===== config.mk =====
export PLATFORM = sky130hd
export DESIGN_NAME = interrupt_shadow_gate
export DESIGN_NICKNAME = d
export VERILOG_FILES = /design/src/rtl/shadow_pkg.sv /design/src/rtl/shadow_ctrl.sv /design/src/rtl/shadow_state.sv /design/src/rtl/interrupt_shadow_gate.sv
export SDC_FILE = /design/constraint.sdc
export NUM_CORES = 1
export LEC_CHECK = 0
export BUFFER_PORTS_ARGS = -buffer_cell sky130_fd_sc_hd__buf_2
export CAP_MARGIN = 30
export CORE_AREA = 4 4 41 43
export CTS_CLUSTER_DIAMETER = 80
export DETAILED_ROUTE_END_ITERATION = 10
export DIE_AREA = 0 0 45 47
export SLEW_MARGIN = 25
export SYNTH_ARGS = -nofsm -noshare
export SYNTH_HDL_FRONTEND = slang
export SYNTH_HIERARCHICAL = 1
export SYNTH_SLANG_ARGS = --single-unit
export TNS_END_PERCENT = 1

===== constraint.sdc =====
create_clock -name clk -period 1.4 [get_ports clk]
set_clock_uncertainty 0.15 [all_clocks]
set_input_delay 0.14 -clock clk [delete_from_list [all_inputs] [get_ports clk]]
set_output_delay 0.14 -clock clk [all_outputs]
set_load 0.05 [all_outputs]

===== src/rtl/shadow_pkg.sv =====
package shadow_pkg;

  // Kind of shadow currently held; SH_NONE means no shadow is active.
  typedef enum logic [1:0] {
    SH_NONE = 2'b00,
    SH_IE   = 2'b01,
    SH_SS   = 2'b10
  } shadowKind_t;

  // Strobes from the control side to the shadow state register.
  typedef struct packed {
    logic arm;    // open a new shadow at this boundary
    logic armSs;  // the new shadow is of the stack-load kind
    logic clear;  // close the active shadow at this boundary
  } shadowStrobes_t;

endpackage


===== src/rtl/shadow_ctrl.sv =====
module shadow_ctrl
  import shadow_pkg::*;
(
  input  logic           clk,
  input  logic           rstN,
  input  logic           retire,
  input  logic           isStackLoad,
  input  logic           isIntEnable,
  input  logic           intPending,
  input  logic           nmiPending,
  input  shadowKind_t    shadowKind,
  output shadowStrobes_t strobes,
  output logic           intAccept,
  output logic           nmiAccept
);

  logic shadowActive;
  logic armsShadow;
  logic blockInt;
  logic blockNmi;

  assign shadowActive = (shadowKind != SH_NONE);
  assign armsShadow   = isStackLoad | isIntEnable;

  always_comb begin
    strobes       = '0;
    strobes.clear = retire & shadowActive;
    // A shadow-creating retire inside an active shadow is not re-armed.
    strobes.arm   = retire & ~shadowActive & armsShadow;
    strobes.armSs = retire & ~shadowActive & isStackLoad;
  end

  // The boundary that closes an arming instruction is the one the shadow covers.
  assign blockInt = strobes.arm;
  assign blockNmi = strobes.armSs;

  assign intAccept = retire & intPending & ~blockInt;
  assign nmiAccept = retire & nmiPending & ~blockNmi;

  p_accept_on_retire_r2: assert property (@(posedge clk) disable iff (!rstN)
    (intAccept | nmiAccept) |-> retire);

  p_ss_blocks_all_r3: assert property (@(posedge clk) disable iff (!rstN)
    (retire && isStackLoad && shadowKind == SH_NONE) |-> (!intAccept && !nmiAccept));

  p_ie_passes_nmi_r4: assert property (@(posedge clk) disable iff (!rstN)
    (retire && isIntEnable && !isStackLoad && nmiPending && shadowKind == SH_NONE)
      |-> (nmiAccept && !intAccept));

  p_chain_open_r6: assert property (@(posedge clk) disable iff (!rstN)
    (retire && shadowKind != SH_NONE && intPending) |-> intAccept);

endmodule


===== src/rtl/shadow_state.sv =====
module shadow_state
  import shadow_pkg::*;
(
  input  logic           clk,
  input  logic           rstN,
  input  shadowStrobes_t strobes,
  output shadowKind_t    shadowKind
);

  always_ff @(posedge clk) begin
    if (!rstN) begin
      shadowKind <= SH_NONE;
    end else if (strobes.clear) begin
      shadowKind <= SH_NONE;
    end else if (strobes.arm) begin
      shadowKind <= strobes.armSs ? SH_SS : SH_IE;
    end
  end

  p_one_boundary_r5: assert property (@(posedge clk) disable iff (!rstN)
    (shadowKind != SH_NONE && strobes.clear) |=> (shadowKind == SH_NONE));

  p_ss_wins_r7: assert property (@(posedge clk) disable iff (!rstN)
    (strobes.arm && strobes.armSs) |=> (shadowKind == SH_SS));

  p_hold_idle_r8: assert property (@(posedge clk) disable iff (!rstN)
    (!strobes.arm && !strobes.clear) |=> $stable(shadowKind));

  p_legal_kind_r1: assert property (@(posedge clk) disable iff (!rstN)
    shadowKind != 2'b11);

endmodule


===== src/rtl/interrupt_shadow_gate.sv =====
module interrupt_shadow_gate
  import shadow_pkg::*;
(
  input  logic clk,
  input  logic rstN,
  input  logic retire,
  input  logic isStackLoad,
  input  logic isIntEnable,
  input  logic intPending,
  input  logic nmiPending,
  output logic intAccept,
  output logic nmiAccept
);

  shadowStrobes_t strobes;
  shadowKind_t    shadowKind;

  shadow_ctrl i_ctrl (
    .clk         (clk),
    .rstN        (rstN),
    .retire      (retire),
    .isStackLoad (isStackLoad),
    .isIntEnable (isIntEnable),
    .intPending  (intPending),
    .nmiPending  (nmiPending),
    .shadowKind  (shadowKind),
    .strobes     (strobes),
    .intAccept   (intAccept),
    .nmiAccept   (nmiAccept)
  );

  shadow_state i_state (
    .clk        (clk),
    .rstN       (rstN),
    .strobes    (strobes),
    .shadowKind (shadowKind)
  );

endmodule


==> results.cfg <==
[outcome]
status = finished, final reports clean

[place]
dp_cells = 40
place_ws_ns = 0.1100
portBuffers = 8
place.gp.congestion = 0.6094
dpl_cell_area_um2 = 200.2

[pwr]
power.density_nw_per_um2 = 1090
p_comb_share_pct = 24.4
ir_drop_mv = 0.2059
switching_power_uw = 66.37
swShare_pct = 26.30
cellLeakagePower_nw = 0.1131
power.internal_uw = 186.0
p_total_uw = 252.4
seqPwrFrac_pct = 25.9
p_clk_share_pct = 49.7

[cts]
clkSinkCount = 2
cts_made_buffers = 3
cts_tree = built
clockBufferDepth = 2
insertion_delay_ns = 0.22
postCtsSetupBuffers = 0
cts_root_buffer = clkbuf_4
hold_buffers = 0
htreeDepth = 1
path_clk_slew_ns = 0.03

[global_routing]
first_global_vias = 135
grt_util_all_layers_pct = 4.180
grt_antenna_before_repair = 0
grt_max_degree = 6
grt_pass1_wl_um = 538
grt-ovfl-total = 0

[routing]
vias = 147
vias_per_cell = 3.419
detail_route.wl_per_cell_um = 7.791
drc = 0
drt_iter0_drc = 3
first_pass_iters = 2
ant_nets = 0
wl_um = 335

[final_layout]
post-route-cell-area_um2 = 231.5
largest_reg_flops = 2
fillers = 160
top_regs = i_state/shadowKind: 2 flops
area_growth_pct = 59.48
final_cells = 43
antenna_cells = 0
layout.nets = 37
drive_above_1_share_pct = 57.14
regMostFlops = i_state/shadowKind

[synth]
synth_seq_cells = 2
yosys-top-cells-area = dfxtp_1 (28%), buf_4 (10%), nand2b_1 (8.6%)
yosys_warnings = 6
synth_top_area_share_pct = 27.59
syn_nets = 25
postSynthAreaPerCell_um2 = 8.063
yosys.area.top_type = dfxtp_1
synth_cells = 18
yosysMostFrequentCell = nor2_1
synth_seq_area_share_pct = 27.59
synth_common_cells = nor2_1 (3), buf_4 (2), dfxtp_1 (2), nand2b_1 (2)
synth-async-reset-ratio_pct = 0
ys_types = 13
ys.flop_type = dfxtp_1
syn_area_um2 = 145.1
synth_edf_count = 0

[timing]
finalSetupTns_ns = 0
setup_ws_ns = 0.04300
grt_setup_unrepaired = false
setup_viol = 0
worst_pin_slew_ns = 0.2488
slew_viol_final = 0
clock.fmax_ghz = 0.7369
slew_headroom_pct = 83.53
hold_violations = 0
fin_crit_ns = 1.357
finalCritPeriodShare_pct = 96.93

[die]
die_w_um = 45
start_util_pct = 11.15
num_rows = 13
die_h_um = 47
core_area_um2 = 1301
die_area_um2 = 2115
ios = 9

[job]
drv_cap = 0

[worst_setup_path]
arrival_ns = 1.07
required_ns = 1.11
path_max_fanout = 3
crit_type = reg -> out
start_kind = flop
end_kind = output pin

[hold_path]
hold_path.class = in -> reg
==> power by group through the flow <==
stage / combinational (mW) / clock [mW] / sequential (mW)
finish: 0.0617 / 0.125 / 0.0653
global route: 0.0680 / 0.136 / 0.0660
CTS: 0.0610 / 0.135 / 0.0645
detailed placement: 0.0598 / 0 / 0.0653
global placement: 0.0589 / 0 / 0.0654
floorplan: 0.0452 / 0 / 0.0646
==> cell usage in the layout (no fill, tap or decap), types with 2 or more instances in the layout <==
master / n
a21oi_2: 2
nand2b_1: 2
buf_2: 7
dfxtp_2: 2
clkbuf_4: 3
nor2_1: 3
==> critical path: stages, from the launching register on <==
cell     delay [ns]
dfxtp_2        0.31
o311a_1        0.33
buf_2          0.21
==> cell type report <==
type                    count  area [um^2]  area share [%]
multi-input cells          14        93.84           40.54
clock buffers               3        22.52           9.730
flip-flops and latches      2        42.54           18.38
well taps                  15        18.77           8.108
repair buffers              9        53.80           23.24
==> kinds of logic after synthesis <==
kind of cell    count (synthesis)  synth area share [%]
flops                           2                 27.59
buf+inv                         2                 10.34
simple gates                   10                 38.80
compound gates                  3                 16.38
mux                             1                 6.897
==> metrics by stage <==
stage / hold WS (ns) / util, %
2_1_floorplan: 0.1533 / -
3_3_place_gp: 0.2822 / 15.38
3_5_place_dp: 0.2851 / 15.38
4_1_cts: 0.04468 / 17.31
5_1_grt: 0.06951 / 17.79
6_report: 0.04388 / 17.79
==> worst paths after layout <==
path                         startpoint                    end  slack, ns  depth (start not counted)
hold reg to reg   i_state/shadowKind[0]  i_state/shadowKind[0]       0.34                          2
setup / recovery  i_state/shadowKind[1]              intAccept       0.04                          2
setup reg to reg  i_state/shadowKind[0]  i_state/shadowKind[0]       0.14                          5
hold / removal                     rstN  i_state/shadowKind[0]       0.04                          3
==> layer usage <==
layer  routed length, um  GRT usage, %  vias to the layer above
met2                 185         5.932                        2
met5                   0             0                        -
li1                    -             -                       81
met1                 124         3.167                       64
met3                  25         3.448                        0
met4                   0         5.263                        0
==> repair_timing <==
action | in CTS | in global routing
gates cloned | 0 | 0
resized for setup | 1 | 3
endpoints found under the setup margin | 1 | 2
pin swaps | 0 | 0
Power figures use the tool's default switching activity.
